===== src/rtl/sp_pkg.sv =====
package sp_pkg;
  localparam int BUS_W = 16;
  localparam int AW    = 4;
  localparam int WORD_W = 8;

  localparam logic [AW-1:0] A_LINE  = 4'd0;
  localparam logic [AW-1:0] A_CTRL  = 4'd1;
  localparam logic [AW-1:0] A_FCTL  = 4'd2;
  localparam logic [AW-1:0] A_DIV   = 4'd3;
  localparam logic [AW-1:0] A_STAT  = 4'd4;
  localparam logic [AW-1:0] A_ERR   = 4'd5;
  localparam logic [AW-1:0] A_FSTAT = 4'd6;
  localparam logic [AW-1:0] A_TXH   = 4'd7;
  localparam logic [AW-1:0] A_RXB   = 4'd8;

  typedef enum logic [2:0] {PH_IDLE, PH_START, PH_DATA, PH_PAR, PH_STOP} phase_e;

  function automatic logic [WORD_W-1:0] len_mask(input logic [1:0] len);
    return 8'hFF >> (2'd3 - len);
  endfunction

  function automatic logic [4:0] rx_level(input logic [1:0] code);
    case (code)
      2'd0: return 5'd1;
      2'd1: return 5'd4;
      2'd2: return 5'd8;
      default: return 5'd12;
    endcase
  endfunction

  function automatic logic [4:0] tx_level(input logic [1:0] code);
    case (code)
      2'd0: return 5'd0;
      2'd1: return 5'd4;
      2'd2: return 5'd8;
      default: return 5'd12;
    endcase
  endfunction
endpackage


===== src/rtl/sp_baud.sv =====
module sp_baud #(
  parameter int DIV_W = 16
) (
  input  logic             clk,
  input  logic             rst_n,
  input  logic [DIV_W-1:0] div,
  output logic             tick
);
  logic [DIV_W-1:0] cnt;

  assign tick = (cnt >= div);

  always_ff @(posedge clk or negedge rst_n) begin
    if (!rst_n)    cnt <= '0;
    else if (tick) cnt <= '0;
    else           cnt <= cnt + 1'b1;
  end
endmodule


===== src/rtl/sp_fifo.sv =====
module sp_fifo #(
  parameter int DEPTH = 16,
  parameter int W     = 8,
  localparam int PW   = $clog2(DEPTH),
  localparam int CW   = $clog2(DEPTH + 1)
) (
  input  logic          clk,
  input  logic          rst_n,
  input  logic          clr,
  input  logic          single,
  input  logic          in_valid,
  input  logic [W-1:0]  in_data,
  output logic          in_ready,
  output logic          out_valid,
  output logic [W-1:0]  out_data,
  input  logic          out_ready,
  output logic [CW-1:0] count
);
  logic [W-1:0]  mem [DEPTH];
  logic [PW-1:0] wp, rp;
  logic          push, pop;

  function automatic logic [PW-1:0] step(input logic [PW-1:0] p);
    return (p == PW'(DEPTH - 1)) ? '0 : p + 1'b1;
  endfunction

  assign in_ready  = single ? (count == '0) : (count < CW'(DEPTH));
  assign out_valid = (count != '0);
  assign out_data  = mem[rp];
  assign push      = in_valid && in_ready;
  assign pop       = out_valid && out_ready;

  always_ff @(posedge clk) begin
    if (push) mem[wp] <= in_data;
  end

  always_ff @(posedge clk or negedge rst_n) begin
    if (!rst_n) begin
      wp <= '0; rp <= '0; count <= '0;
    end else if (clr) begin
      wp <= '0; rp <= '0; count <= '0;
    end else begin
      if (push) wp <= step(wp);
      if (pop)  rp <= step(rp);
      case ({push, pop})
        2'b10:   count <= count + 1'b1;
        2'b01:   count <= count - 1'b1;
        default: count <= count;
      endcase
    end
  end
endmodule


===== src/rtl/sp_tx.sv =====
module sp_tx
  import sp_pkg::*;
(
  input  logic              clk,
  input  logic              rst_n,
  input  logic              tick,
  input  logic              en,
  input  logic [1:0]        len,
  input  logic              stop2,
  input  logic              par_en,
  input  logic              par_odd,
  input  logic              in_valid,
  input  logic [WORD_W-1:0] in_data,
  output logic              in_ready,
  output logic              busy,
  output logic              txd
);
  phase_e            ph;
  logic [3:0]        cnt;
  logic [2:0]        bidx;
  logic [WORD_W-1:0] sh;
  logic              pbit, stop_seen;

  assign in_ready = (ph == PH_IDLE) && en;
  assign busy     = (ph != PH_IDLE);

  always_ff @(posedge clk or negedge rst_n) begin
    if (!rst_n) begin
      ph <= PH_IDLE; cnt <= '0; bidx <= '0; sh <= '0;
      pbit <= 1'b0; stop_seen <= 1'b0; txd <= 1'b1;
    end else if (ph == PH_IDLE) begin
      txd <= 1'b1;
      if (in_valid && in_ready) begin
        sh   <= in_data;
        pbit <= (^(in_data & len_mask(len))) ^ par_odd;
        ph   <= PH_START;
        txd  <= 1'b0;
        cnt  <= '0;
      end
    end else if (tick) begin
      if (cnt != 4'd15) begin
        cnt <= cnt + 1'b1;
      end else begin
        cnt <= '0;
        case (ph)
          PH_START: begin
            ph <= PH_DATA; bidx <= '0; txd <= sh[0]; sh <= sh >> 1;
          end
          PH_DATA: begin
            if (bidx == 3'd4 + 3'(len)) begin
              stop_seen <= 1'b0;
              if (par_en) begin ph <= PH_PAR;  txd <= pbit; end
              else        begin ph <= PH_STOP; txd <= 1'b1; end
            end else begin
              bidx <= bidx + 1'b1; txd <= sh[0]; sh <= sh >> 1;
            end
          end
          PH_PAR: begin
            ph <= PH_STOP; txd <= 1'b1;
          end
          PH_STOP: begin
            if (stop2 && !stop_seen) stop_seen <= 1'b1;
            else                     ph <= PH_IDLE;
          end
          default: ph <= PH_IDLE;
        endcase
      end
    end
  end
endmodule


===== src/rtl/sp_rx.sv =====
module sp_rx
  import sp_pkg::*;
(
  input  logic              clk,
  input  logic              rst_n,
  input  logic              tick,
  input  logic              en,
  input  logic              line,
  input  logic [1:0]        len,
  input  logic              par_en,
  input  logic              par_odd,
  output logic              out_valid,
  output logic [WORD_W-1:0] out_data,
  output logic              perr,
  output logic              ferr
);
  phase_e            ph;
  logic [3:0]        cnt;
  logic [2:0]        bidx;
  logic [WORD_W-1:0] sh;
  logic              prev, pbad;

  always_ff @(posedge clk or negedge rst_n) begin
    if (!rst_n) begin
      ph <= PH_IDLE; cnt <= '0; bidx <= '0; sh <= '0; prev <= 1'b1; pbad <= 1'b0;
      out_valid <= 1'b0; out_data <= '0; perr <= 1'b0; ferr <= 1'b0;
    end else begin
      out_valid <= 1'b0;
      if (tick) begin
        prev <= line;
        case (ph)
          PH_IDLE: begin
            if (en && prev && !line) begin
              ph <= PH_START; cnt <= '0; sh <= '0; pbad <= 1'b0;
            end
          end
          PH_START: begin
            if (cnt == 4'd7) begin
              cnt  <= '0;
              bidx <= '0;
              ph   <= line ? PH_IDLE : PH_DATA;
            end else cnt <= cnt + 1'b1;
          end
          PH_DATA: begin
            if (cnt == 4'd15) begin
              cnt      <= '0;
              sh[bidx] <= line;
              if (bidx == 3'd4 + 3'(len)) ph <= par_en ? PH_PAR : PH_STOP;
              else                        bidx <= bidx + 1'b1;
            end else cnt <= cnt + 1'b1;
          end
          PH_PAR: begin
            if (cnt == 4'd15) begin
              cnt  <= '0;
              pbad <= ((^sh) ^ line) != par_odd;
              ph   <= PH_STOP;
            end else cnt <= cnt + 1'b1;
          end
          PH_STOP: begin
            if (cnt == 4'd15) begin
              cnt       <= '0;
              out_valid <= 1'b1;
              out_data  <= sh;
              perr      <= par_en && pbad;
              ferr      <= !line;
              ph        <= PH_IDLE;
            end else cnt <= cnt + 1'b1;
          end
          default: ph <= PH_IDLE;
        endcase
      end
    end
  end
endmodule


===== src/rtl/serial_port.sv =====
module serial_port
  import sp_pkg::*;
#(
  parameter int DEPTH = 16,
  parameter int DIV_W = 16,
  localparam int CW   = $clog2(DEPTH + 1)
) (
  input  logic             clk,
  input  logic             rst_n,
  input  logic             wr_en,
  input  logic             rd_en,
  input  logic [AW-1:0]    addr,
  input  logic [BUS_W-1:0] wdata,
  output logic [BUS_W-1:0] rdata,
  input  logic             rx_i,
  output logic             tx_o,
  output logic             tx_irq,
  output logic             rx_irq
);
  logic [6:0]       line_q;
  logic [5:0]       ctrl_q;
  logic             fen_q;
  logic [1:0]       rtrig_q, ttrig_q;
  logic [DIV_W-1:0] div_q;
  logic [2:0]       err_q, err_evt;
  logic [1:0]       rx_sync;

  logic [1:0] tx_mode, rx_mode;
  logic       loop_en, par_en, par_odd;
  assign tx_mode = ctrl_q[3:2];
  assign rx_mode = ctrl_q[1:0];
  assign loop_en = ctrl_q[5];
  assign par_en  = (line_q[5:4] == 2'b10);
  assign par_odd = ~line_q[3];

  logic wr_txh, rd_rxb, rd_err, wr_fctl, rx_clr, tx_clr;
  assign wr_txh  = wr_en && (addr == A_TXH);
  assign rd_rxb  = rd_en && (addr == A_RXB);
  assign rd_err  = rd_en && (addr == A_ERR);
  assign wr_fctl = wr_en && (addr == A_FCTL);
  assign rx_clr  = wr_fctl && wdata[1];
  assign tx_clr  = wr_fctl && wdata[2];

  logic baud_tick;
  sp_baud #(.DIV_W(DIV_W)) u_baud (.clk(clk), .rst_n(rst_n), .div(div_q), .tick(baud_tick));

  logic              txf_ready, txf_valid, tx_pop, tx_busy;
  logic [WORD_W-1:0] txf_data;
  logic [CW-1:0]     txf_cnt;

  sp_fifo #(.DEPTH(DEPTH), .W(WORD_W)) u_txq (
    .clk(clk), .rst_n(rst_n), .clr(tx_clr), .single(~fen_q),
    .in_valid(wr_txh), .in_data(wdata[WORD_W-1:0]), .in_ready(txf_ready),
    .out_valid(txf_valid), .out_data(txf_data), .out_ready(tx_pop), .count(txf_cnt)
  );

  sp_tx u_tx (
    .clk(clk), .rst_n(rst_n), .tick(baud_tick), .en(tx_mode != 2'b00),
    .len(line_q[1:0]), .stop2(line_q[2]), .par_en(par_en), .par_odd(par_odd),
    .in_valid(txf_valid), .in_data(txf_data), .in_ready(tx_pop),
    .busy(tx_busy), .txd(tx_o)
  );

  always_ff @(posedge clk or negedge rst_n) begin
    if (!rst_n) rx_sync <= 2'b11;
    else        rx_sync <= {rx_sync[0], loop_en ? tx_o : rx_i};
  end

  logic              rx_vld, rx_perr, rx_ferr;
  logic [WORD_W-1:0] rx_byte;

  sp_rx u_rx (
    .clk(clk), .rst_n(rst_n), .tick(baud_tick), .en(rx_mode != 2'b00),
    .line(rx_sync[1]), .len(line_q[1:0]), .par_en(par_en), .par_odd(par_odd),
    .out_valid(rx_vld), .out_data(rx_byte), .perr(rx_perr), .ferr(rx_ferr)
  );

  logic              rxf_ready, rxf_valid;
  logic [WORD_W-1:0] rxf_data;
  logic [CW-1:0]     rxf_cnt;

  sp_fifo #(.DEPTH(DEPTH), .W(WORD_W)) u_rxq (
    .clk(clk), .rst_n(rst_n), .clr(rx_clr), .single(~fen_q),
    .in_valid(rx_vld), .in_data(rx_byte), .in_ready(rxf_ready),
    .out_valid(rxf_valid), .out_data(rxf_data), .out_ready(rd_rxb), .count(rxf_cnt)
  );

  assign err_evt = {rx_vld & rx_ferr, rx_vld & rx_perr, rx_vld & ~rxf_ready};

  always_ff @(posedge clk or negedge rst_n) begin
    if (!rst_n) begin
      line_q <= '0; ctrl_q <= '0; fen_q <= 1'b0; rtrig_q <= '0; ttrig_q <= '0;
      div_q <= '0; err_q <= '0;
    end else begin
      if (wr_en) begin
        case (addr)
          A_LINE: line_q <= wdata[6:0];
          A_CTRL: ctrl_q <= wdata[5:0];
          A_FCTL: begin
            fen_q   <= wdata[0];
            rtrig_q <= wdata[5:4];
            ttrig_q <= wdata[7:6];
          end
          A_DIV:  div_q <= wdata[DIV_W-1:0];
          default: ;
        endcase
      end
      if (rd_err) err_q <= err_evt;
      else        err_q <= err_q | err_evt;
    end
  end

  logic txf_full, rxf_full, tx_all_idle;
  assign txf_full    = (txf_cnt == CW'(DEPTH));
  assign rxf_full    = (rxf_cnt == CW'(DEPTH));
  assign tx_all_idle = (txf_cnt == '0) && !tx_busy;

  always_ff @(posedge clk or negedge rst_n) begin
    if (!rst_n) rdata <= '0;
    else if (rd_en) begin
      case (addr)
        A_LINE:  rdata <= BUS_W'(line_q);
        A_CTRL:  rdata <= BUS_W'(ctrl_q);
        A_FCTL:  rdata <= BUS_W'({ttrig_q, rtrig_q, 3'b000, fen_q});
        A_DIV:   rdata <= BUS_W'(div_q);
        A_STAT:  rdata <= BUS_W'({tx_all_idle, txf_cnt == '0, rxf_cnt != '0});
        A_ERR:   rdata <= BUS_W'(err_q);
        A_FSTAT: rdata <= {1'b0, txf_full, 6'(txf_cnt), 1'b0, rxf_full, 6'(rxf_cnt)};
        A_RXB:   rdata <= rxf_valid ? BUS_W'(rxf_data) : '0;
        default: rdata <= '0;
      endcase
    end
  end

  logic [4:0] rx_lvl, tx_lvl;
  always_comb begin
    rx_lvl = fen_q ? rx_level(rtrig_q) : 5'd1;
    tx_lvl = fen_q ? tx_level(ttrig_q) : 5'd0;
    rx_irq = (rx_mode == 2'b01) && (int'(rxf_cnt) >= int'(rx_lvl));
    tx_irq = (tx_mode == 2'b01) && (int'(txf_cnt) <= int'(tx_lvl));
  end
endmodule


===== config.mk =====
export PLATFORM = sky130hd
export DESIGN_NAME = serial_port
export DESIGN_NICKNAME = d
export VERILOG_FILES = /design/src/rtl/sp_pkg.sv /design/src/rtl/sp_baud.sv /design/src/rtl/sp_fifo.sv /design/src/rtl/sp_tx.sv /design/src/rtl/sp_rx.sv /design/src/rtl/serial_port.sv
export SDC_FILE = /design/constraint.sdc
export NUM_CORES = 1
export LEC_CHECK = 0
export CELL_PAD_IN_SITES_DETAIL_PLACEMENT = 0
export CELL_PAD_IN_SITES_GLOBAL_PLACEMENT = 1
export CORE_MARGIN = 5
export CORE_UTILIZATION = 35
export DETAILED_ROUTE_END_ITERATION = 8
export DONT_BUFFER_PORTS = 1
export GPL_TIMING_DRIVEN = 0
export PLACE_DENSITY = 0.55
export SETUP_SLACK_MARGIN = 0.2
export SYNTH_ARGS = -nofsm -noshare
export SYNTH_HDL_FRONTEND = slang
export SYNTH_SLANG_ARGS = --single-unit
export TNS_END_PERCENT = 30

===== constraint.sdc =====
create_clock -name clk -period 8.7 [get_ports clk]
set_clock_uncertainty 0.05 [all_clocks]
set_input_delay 0.87 -clock clk [delete_from_list [all_inputs] [get_ports clk]]
set_output_delay 0.87 -clock clk [all_outputs]
set_load 0.02 [all_outputs]

# == After elaboration in Yosys (flattened, before gate mapping) ==
# Memories as Yosys holds them, arrays and structs flattened.
# Cells that the tools add are included.
# classes
n_addsub,15
n_lt_le_gt_ge,7
eq_ne,54
n_shift,1
n_mux,89
bitwise_logic,11
n_reduce_logical,69
# op_table
operator,count
one-hot mux 16 bit (8 select lines),1
2-to-1 mux 4 bit,20
2-to-1 mux 8 bit,8
2-to-1 mux 3 bit,18
one-hot mux 4 bit (3 select lines),3
one-hot mux 8 bit (2 select lines),2
adder 4 x 1 -> 4 bit (second input constant),6
== test 4 bit (second input constant),6
nonzero test 2 bit,12
2-to-1 mux 1 bit,21
== test 4 x 3 -> 1 bit (second input constant),5
one-hot mux 5 bit (2 select lines),2
AND reduction 5 bit,4
logical AND 1 bit,19
inequality test 2 x 1 -> 1 bit (second input constant),9
adder 16 x 1 -> 16 bit (second input constant),1
greater-or-equal comparator 16 bit,1
2-to-1 mux 16 bit,1
parity 8 bit,2
2-to-1 mux 5 bit,3
one-hot mux 3 bit (5 select lines),1
nonzero test 3 bit,5
== test 2 x 1 -> 1 bit (second input constant),6
== test 3 x 2 -> 1 bit (second input constant),4
other kinds (48),86
# word_totals
register_bits,149
ramBits,256
input_bits,25
elab_cells,281
n_memories,2
# memory_table
name,words,word_bits,rd,rd_clocked_by_memory_dff,write_ports,line,rtl
u_rxq.mem,16,8,1,0,1,sp_fifo.sv:19,logic [W-1:0] mem [DEPTH];
u_txq.mem,16,8,1,0,1,sp_fifo.sv:19,

# == Logic depth before layout (Yosys ltp) ==
# Gate-level depths: netlist of run 1.
# depth
ltp_word,7
depth_mapped,13
mapped_depth_nobuf,11

# == Hierarchy ==
# A second synthesis of run 1 with hierarchy kept.
# unflattened
hier_cells,1388
area_unflattened_um2,19074.5
# by_module_without_submodules
mod,n_inst,cells_per_inst,area_per_inst_um2
sp_fifo (u_txq),1,326,5948.2
sp_fifo (u_rxq),1,360,5889.4
serial_port,1,246,2931.6
sp_rx,1,189,1773.0
sp_tx,1,137,1272.5
sp_baud,1,130,1260.0

# == Worst setup path after synthesis of run 1 ==
# Ideal clock, no wire load.
# synth_path
kind,input to register
from,input addr[2]
to,"memory u_txq.mem[3][0], enable pin"
setup_time_ns,0.383
arrival_ns,2.878
t_required_ns,8.267
slack_ns,5.389
cell_stages,8
path_cell_list,clkbuf_1 nand2b_1 nor2_1 nand4_1 nor2_1 clkbuf_1 nand2_1 nor3_1
# synth_via
elab_chain_len,5
# synth_rtl
item,line,rtl
from (decl),serial_port.sv:12,"input logic [AW-1:0] addr,"
== test 4 x 3 -> 1 bit,serial_port.sv:37,assign wr_txh = wr_en && (addr == A_TXH);
logical AND 1 bit,serial_port.sv:37,
logical AND 1 bit,sp_fifo.sv:30,assign push = in_valid && in_ready;
2-to-1 mux 1 bit,sp_fifo.sv:34,if (push) mem[wp] <= in_data;
2-to-1 mux 1 bit (implied by the code),sp_fifo.sv:34,
to (decl),sp_fifo.sv:19,
# Every way passes these cells.

# == Worst setup path after layout of run 1 ==
# layout_path
from,register u_txq.count[1]
to,"memory u_txq.mem[2][1], enable pin"
# layout_via
elab_chain_len,5
# layout_rtl
item,line,rtl
from (decl),sp_fifo.sv:17,output logic [CW-1:0] count
from (signal assigned),sp_fifo.sv:46,2'b10: count <= count + 1'b1;
from (signal assigned),sp_fifo.sv:47,2'b01: count <= count - 1'b1;
from (signal assigned),sp_fifo.sv:48,default: count <= count;
< comparator 5 bit or logical NOT 5 bit (tied branches),sp_fifo.sv:27,assign in_ready = single ? (count == '0) : (count < CW'(DEPTH));
2-to-1 mux 1 bit *,sp_fifo.sv:27,
logical AND 1 bit *,sp_fifo.sv:30,
2-to-1 mux 1 bit *,sp_fifo.sv:34,
2-to-1 mux 1 bit (implied by the code) *,sp_fifo.sv:34,
# Mark *: on every way between the ends. The rest lies on a longest branch, timed or not.

==> reports/results.ini, run 1 <==
[synth]
synthFlopType = edfxtp_1
syn_area_per_cell_sq_um = 14.09
synth-edff-count = 256
async_reset_ff_share_pct = 36.79
synth-seq-cells = 405
synth_area_sq_um = 18260
yosys_warnings = 0
synth_cell_types = 73
syn_inst = 1296
yosysSeqAreaShare_pct = 62.56
syn-num-nets = 1359

[detailed_routing]
dr_wl_met3_mm = 2.309
firstDrtPassIters = 5
totalWireLength_mm = 47.46
viasPerCell = 5.279
dr_wl_met2_mm = 22.67
wl_met1_mm = 21.68
drc = 0
vias = 10902
wl_per_cell_um = 22.98
ant_nets = 0
drtIter0Drc = 577
top_layer = met5

[finish]
syn2layout_area_growth_pct = 13.51
fin_util_pct = 40.23
nFillCells = 4851
nNetsFinal = 1409
drive_gt1_share_pct = 16.61
diodes = 0
instances_no_fill = 2065

[floorplanning]
die_w_um = 238.4
rows = 83
die_h_um = 238.4
fp.coreArea_sq_um = 51510
dieArea_sq_um = 56830
start_util_pct = 35.44
io_pins = 44

[clocking]
cts_root_buffer = clkbuf_16
clk_latency_ns = 0.59
cts_tree = yes
htreeDepth = 2
path_clk_slew_ns = 0.06
cts_made_buffers = 47
cts_num_sinks = 405
cts_buffer_depth = 3

[timing]
setup_violations = 0
min_period_ns = 3.928
fin_crit_sh_pct = 45.15
finalMaxSlewViolations = 0
setup_tns_ns = 0
tightestPinTransition_ns = 1.377
rsz0062_at_grt = false
fin_ws_ns = 4.772
holdWs_ns = 0.08216
max_freq_mhz = 254.6
max_slew_margin_pct = 7.512
hold_viol_final = 0

[worst_setup_path]
crit_arrival_ns = 4.06
critPathLaunchType = flip-flop
end_kind = flip-flop
crit_fanout = 10
crit_required_ns = 8.83
critPathKind = reg -> reg

[global_route]
grt_util_all_layers_pct = 16.67
grt_max_degree = 146
grt_pass1_vias = 11151
grt_overflow = 0
grt_pass1_wl_mm = 72.04
antenna_found_initial = 2

[power_and_ir_drop]
ir_drop_mv = 0.1920
p_leak_nw = 7.208
powerDensity_nw_per_um2 = 268.0

[flow_run]
drv_cap = 0

[placement]
post-place-cells = 1976
place_ws_ns = 4.244
gp_congestion = 0.7916
io_buffers = 0
dp_hpwl_mm = 32.30

[run_status]
status = finished, final reports clean

[worst_hold_path]
hold_path.class = in -> async

[power by group]
part           switching [W]  leakage, nW  internal [W]  total (W)
Combinational       0.000696         2.46      0.000546    0.00124
Sequential          0.000150         3.97       0.00217    0.00232
Clock               0.000821        0.782       0.00117    0.00199
Total                0.00167         7.21       0.00389    0.00555
[worst max-delay path: stages, from the launching register on]
cell and delay [ns]:
dfrtp_1 0.36, clkbuf_1 0.21, nor4_2 0.66, nor2_1 0.16
nor2_1 0.27, clkbuf_1 0.45, nand2_1 0.26, nor3_1 1.10
[Yosys cell counts (4+ instances only)]
cell,n,area share [%]
edfxtp_1,256,42
a22oi_1,14,0.58
dfrtp_1,145,20
a211oi_1,4,0.16
xor2_1,20,0.96
nand2_2,4,0.14
and2_1,21,0.72
buf_2,12,0.33
clkbuf_1,40,0.82
o21ai_1,4,0.11
nor2_1,101,2.1
inv_1,52,1.1
nand3_1,34,0.93
nor3_1,20,0.55
a21oi_1,32,0.88
o22ai_1,17,0.58
a221oi_1,15,0.72
a22o_1,7,0.34
nor2b_1,8,0.27
o21ai_0,39,1.1
o41ai_1,8,0.38
a32oi_1,4,0.19
nand2_1,71,1.5
mux2_1,5,0.31
mux4_2,61,7.5
xnor2_1,26,1.2
nand4_1,5,0.17
a31oi_1,22,0.75
or4_1,4,0.16
nor3b_1,4,0.16
mux2i_1,36,2.0
or3_1,7,0.24
ha_1,38,2.6
buf_1,6,0.12
dfstp_2,4,0.58
mux2_2,49,3.0
and3_1,10,0.34
a22oi_2,4,0.27
a21o_1,10,0.41
nand2b_1,9,0.31
o31ai_1,15,0.62
[layout by cell type (no fill, tap or decap), types with 34 or more instances in the layout]
cell / n
clkbuf_1: 49
clkbuf_16: 47
dfrtp_1: 145
edfxtp_1: 256
ha_1: 38
inv_1: 52
mux2_2: 49
mux2i_1: 36
mux4_2: 61
nand2_1: 71
nand3_1: 34
nor2_1: 101
o21ai_0: 39
[logic make-up (layout without fill, tap and decap cells)]
family	Yosys count	after routing	synth area share, %
compound gates	221	221	8.320
xor+xnor	48	48	2.385
fa+ha+maj	38	38	2.604
buf+inv	118	207	2.872
flops	405	405	62.56
mux	152	152	12.97
simple gates	314	314	8.286
[registers in the layout, indices dropped and copies added (netlist names), 5 cells and up]
signal and count:
ctrl_q 6, u_rx.out_data 8, rdata 16, u_rx.sh 8
line_q 7, u_rxq.mem 128, u_txq.mem 128, u_tx.sh 8
div_q 16, u_baud.cnt 16, u_rxq.count 5, u_txq.count 5
[stage by stage]
stage | power [W] | cell area [sq um]
3_5_place_dp | 0.003599 | 19110
3_3_place_gp | 0.003591 | 19110
4_1_cts | 0.005635 | 20720
2_1_floorplan | 0.003247 | 18260
6_report | 0.005553 | 20720
5_1_grt | 0.005847 | 20720
[metal layers]
layer,track usage [%],vias to the layer above
li1,-,5040
met1,23.24,5621
met2,27.03,181
met3,3.745,58
met4,3.548,2
met5,0,-
[what timing repair did]
action,4_1_cts,5_1_grt
endpoints found under the hold margin,145,0
setup buffers,0,0
resized for setup,0,0
hold buffers,1,0
[layout make-up]
cell class | instances | area (sq um) | share of cell area (%)
Inverter | 52 | 195.2 | 0.9419
Clock inverter | 24 | 267.8 | 1.292
Clock buffer | 64 | 1320 | 6.370
Tap cell | 680 | 850.8 | 4.106
Timing Repair Buffer | 1 | 27.53 | 0.1328
Multi-Input combinational cell | 773 | 6311 | 30.46
Buffer | 66 | 329.1 | 1.588
Sequential cell | 405 | 11420 | 55.11
[worst paths after layout]
path / startpoint / to / slack, ns / cells past startpoint
worst min-delay path: rst_n / u_tx.txd / 0.08 / 0
min in group clk: rx_sync[0] / rx_sync[1] / 0.32 / 0
worst max register to register: u_txq.count[1] / u_txq.mem[2][1] / 4.77 / 7
max in group asynchronous: rst_n / u_rx.bidx[1] / 7.76 / 1
worst min register to register: rx_sync[0] / rx_sync[1] / 0.32 / 0
worst max-delay path: u_txq.count[1] / u_txq.mem[2][1] / 4.77 / 7
Note: power is estimated with default switching activity, not from simulation.
==> run 2, diff against run 1 <==
- ABC_AREA: default -> 1
- PLACE_DENSITY: 0.55 -> 0.6
- clock period: 8.7 -> 3.3 ns (I/O delays scaled with it)
==> run 2 against run 1 <==
Net effect: clock power rose to 2.6 times the previous value; global-route usage up 1.5 points; count of clock-buffer cells in the layout unchanged; sequential power rose to 2.6 times the previous value; worst setup slack worse by 4.4 ns; combinational power rose to 3.6 times the previous value; fmax up 33%; largest cell class unchanged; the flow now finishes with violations (hold timing).
==> reports/results.ini, run 2 <==
[detailed_routing]
wl_per_cell_um = 19.33  ; -16%
ant_nets = 0  ; unchanged
firstDrtPassIters = 5  ; unchanged
drtIter0Drc = 1041  ; +80%
viasPerCell = 4.951  ; -6.2%
totalWireLength_mm = 52.79  ; +11%
vias = 13520  ; +24%
drc = 0  ; unchanged

[synth]
syn_area_per_cell_sq_um = 9.620  ; -32%
synth.area.top_cells = edfxtp_1, dfrtp_1, nand2_1, o21ai_0, nor2_1
synth_top_cell_by_area = edfxtp_1
synth.most_common_cell = nand2_1
syn-num-nets = 1997  ; +47%
yosys_warnings = 0  ; unchanged
ys_top_cells_by_count = nand2_1, edfxtp_1, nor2_1
synth-seq-cells = 405  ; unchanged
yosysSeqAreaShare_pct = 61.39  ; -1.2 points
async_reset_ff_share_pct = 36.79  ; unchanged
synth_top_area_share_pct = 41.32  ; -0.79 points
synth-edff-count = 256  ; unchanged
synthFlopType = edfxtp_1
synth_area_sq_um = 18610  ; +1.9%
syn_inst = 1934  ; +49%
synth_cell_types = 49  ; -33%

[worst_setup_path]
crit_fanout = 8  ; -2
slowest_stage = nor2_1
critPathLaunchType = flip-flop
crit_chain = inv_1, nand4_2, nand2_1, nand2_1, inv_1, nand2_1, nor2_1
crit_required_ns = 3.47  ; -5.36 ns
critPathKind = reg -> reg
slowest_delay_ns = 0.86  ; -0.24 ns
crit_arrival_ns = 3.13  ; -0.93 ns
end_kind = flip-flop
crit_top_cell = nand2_1

[timing]
rsz0062_at_grt = true
setup_tns_ns = 0  ; unchanged
max_freq_mhz = 337.4  ; +33%
max_slew_margin_pct = 25.45  ; +18 points
tightestPinTransition_ns = 1.114  ; -0.2626 ns
fin_crit_sh_pct = 89.82  ; +45 points
finalMaxSlewViolations = 0  ; unchanged
hold_viol_final = 149  ; +149
setup_violations = 0  ; unchanged
holdWs_ns = -0.5900  ; -0.6722 ns
min_period_ns = 2.964  ; -0.9639 ns

[clocking]
clk_latency_ns = 0.60  ; about the same
holdBufCountCts = 19  ; +18
cts_buffer_depth = 3  ; unchanged
cts_num_sinks = 405  ; unchanged
path_clk_slew_ns = 0.06  ; about the same
htreeDepth = 2  ; unchanged
cts_root_buffer = clkbuf_16
cts_tree = yes
cts_made_buffers = 48  ; +2.1%
cts_setup_buffers = 0  ; unchanged

[finish]
syn2layout_area_growth_pct = 14.14
diodes = 0  ; unchanged
final_common_cell = nand2_1
drive_gt1_share_pct = 6.510  ; -10 points
top_regs = u_rxq.mem: 128 flops, u_txq.mem: 128 flops
nNetsFinal = 2066  ; +47%
nFillCells = 5185  ; +6.9%
finalInstanceArea_sq_um = 21240  ; +2.5%
final_cell_mix = nand2_1, edfxtp_1, nor2_1

[run_status]
violations = hold timing
status = finished, violations left

[placement]
io_buffers = 0  ; unchanged
dp_hpwl_mm = 36.61  ; +13%
placed_area_sq_um = 19470  ; +1.9%
gp_congestion = 0.8248  ; +4.2%

[global_route]
antenna_found_initial = 0  ; -2
grt_pass1_vias = 13196  ; +18%
grt_pass1_wl_mm = 81.10  ; +13%
grt_util_all_layers_pct = 18.22  ; +1.5 points
grt_overflow = 0  ; unchanged
grt_max_degree = 150  ; +2.7%

[floorplanning]
io_pins = 44  ; unchanged
rows = 84  ; +1.2%
die_h_um = 240.6  ; +0.91%
dieArea_sq_um = 57870  ; +1.8%
die_w_um = 240.6  ; +0.91%
fp.coreArea_sq_um = 52660  ; +2.2%
start_util_pct = 35.33  ; -0.11 points

[power_and_ir_drop]
power.internal_w = 0.009988  ; +160%
ir_drop_mv = 0.6089  ; +220%
powerDensity_nw_per_um2 = 740.2  ; +180%
p_leak_nw = 8.564  ; +19%
power_frac_clock_pct = 33.0  ; -2.8 points
switchingPower_w = 0.005730  ; +240%
sequentialPowerShare_pct = 38.5  ; -3.3 points
p_sw_share_pct = 36.46  ; +6.4 points
power_frac_comb_pct = 28.5  ; +6.1 points

[flow_run]
drv_cap = 0  ; unchanged

[worst_hold_path]
hold_path.class = in -> async

-- run 2: worst paths after layout --
check,from,endpoint,slack (ns),depth (start not counted)
setup / recovery,u_txq.count[1],u_txq.mem[13][2],0.34,7
hold / removal,rst_n,u_rxq.rp[3],-0.59,0
setup reg to reg,u_txq.count[1],u_txq.mem[13][2],0.34,7
hold reg to reg,rx_sync[0],rx_sync[1],0.30,0
max in group asynchronous,rst_n,u_tx.txd,3.47,0
min in group clk,wdata[5],ctrl_q[5],0.01,2
-- run 2: per-stage QoR --
step | std cells | setup slack [ns] | hold WS [ns] | power, W | utilization [%]
after CTS | 2731 | 0.2976 | -0.6442 | 0.01586 | 40.31
final | 2731 | 0.3360 | -0.5900 | 0.01572 | 40.33
after global routing | 2731 | 0.1682 | -0.6288 | 0.01663 | 40.33
after floorplan | 1934 | 0.9356 | -0.01559 | 0.008986 | -
after global placement | 2622 | 0.06098 | 0.001888 | 0.01056 | 36.97
after detailed placement | 2622 | 0.3217 | 0.002215 | 0.01059 | 36.98
-- run 2: area by class of cell --
type	count	area (sq um)	area share [%]
timing repair buffer	19	190.2	0.8955
multi-input combinational	1268	6170	29.05
clock buffer	64	1333	6.275
clock inverter	26	226.5	1.066
inverter	194	734.5	3.458
tap	688	860.8	4.054
sequential	405	11420	53.78
buffer	67	301.5	1.420
-- run 2: kinds of logic after synthesis --
family / after synthesis / share of synthesized area [%]
mux: 1 / 0.05380
xor+xnor: 22 / 1.036
buf+inv: 261 / 5.568
flops: 405 / 61.39
compound gates: 348 / 10.50
simple gates: 859 / 18.90
fa+ha+maj: 38 / 2.556
-- run 2: critical path, delay by kind of cell, from the launching register on --
kind,cells,cell delay (ns)
and+or+nand+nor,5,1.63
buffers and inverters,2,0.49
DFF,1,0.38
-- run 2: per-layer routing --
layer	track usage [%]	wire length [um]
met2	29.59	24850
met5	0	0
met1	26.11	24780
met3	2.468	2082
met4	4.539	1077
-- run 2: what timing repair did --
| item | 4_1_cts | 5_1_grt |
|---|---|---|
| endpoints found under the hold margin | 306 | 149 |
| endpoints found under the setup margin | 1 | 51 |
| gates cloned | 0 | 0 |
| resized for setup | 1 | 4 |
-- run 2: power groups by stage --
stage	logic (W)	clock network (W)	registers, W
after floorplan	0.00294	0	0.00605
after global placement	0.00441	0	0.00615
after detailed placement	0.00443	0	0.00616
after CTS	0.00451	0.00530	0.00606
after global routing	0.00501	0.00553	0.00610
final	0.00448	0.00518	0.00606
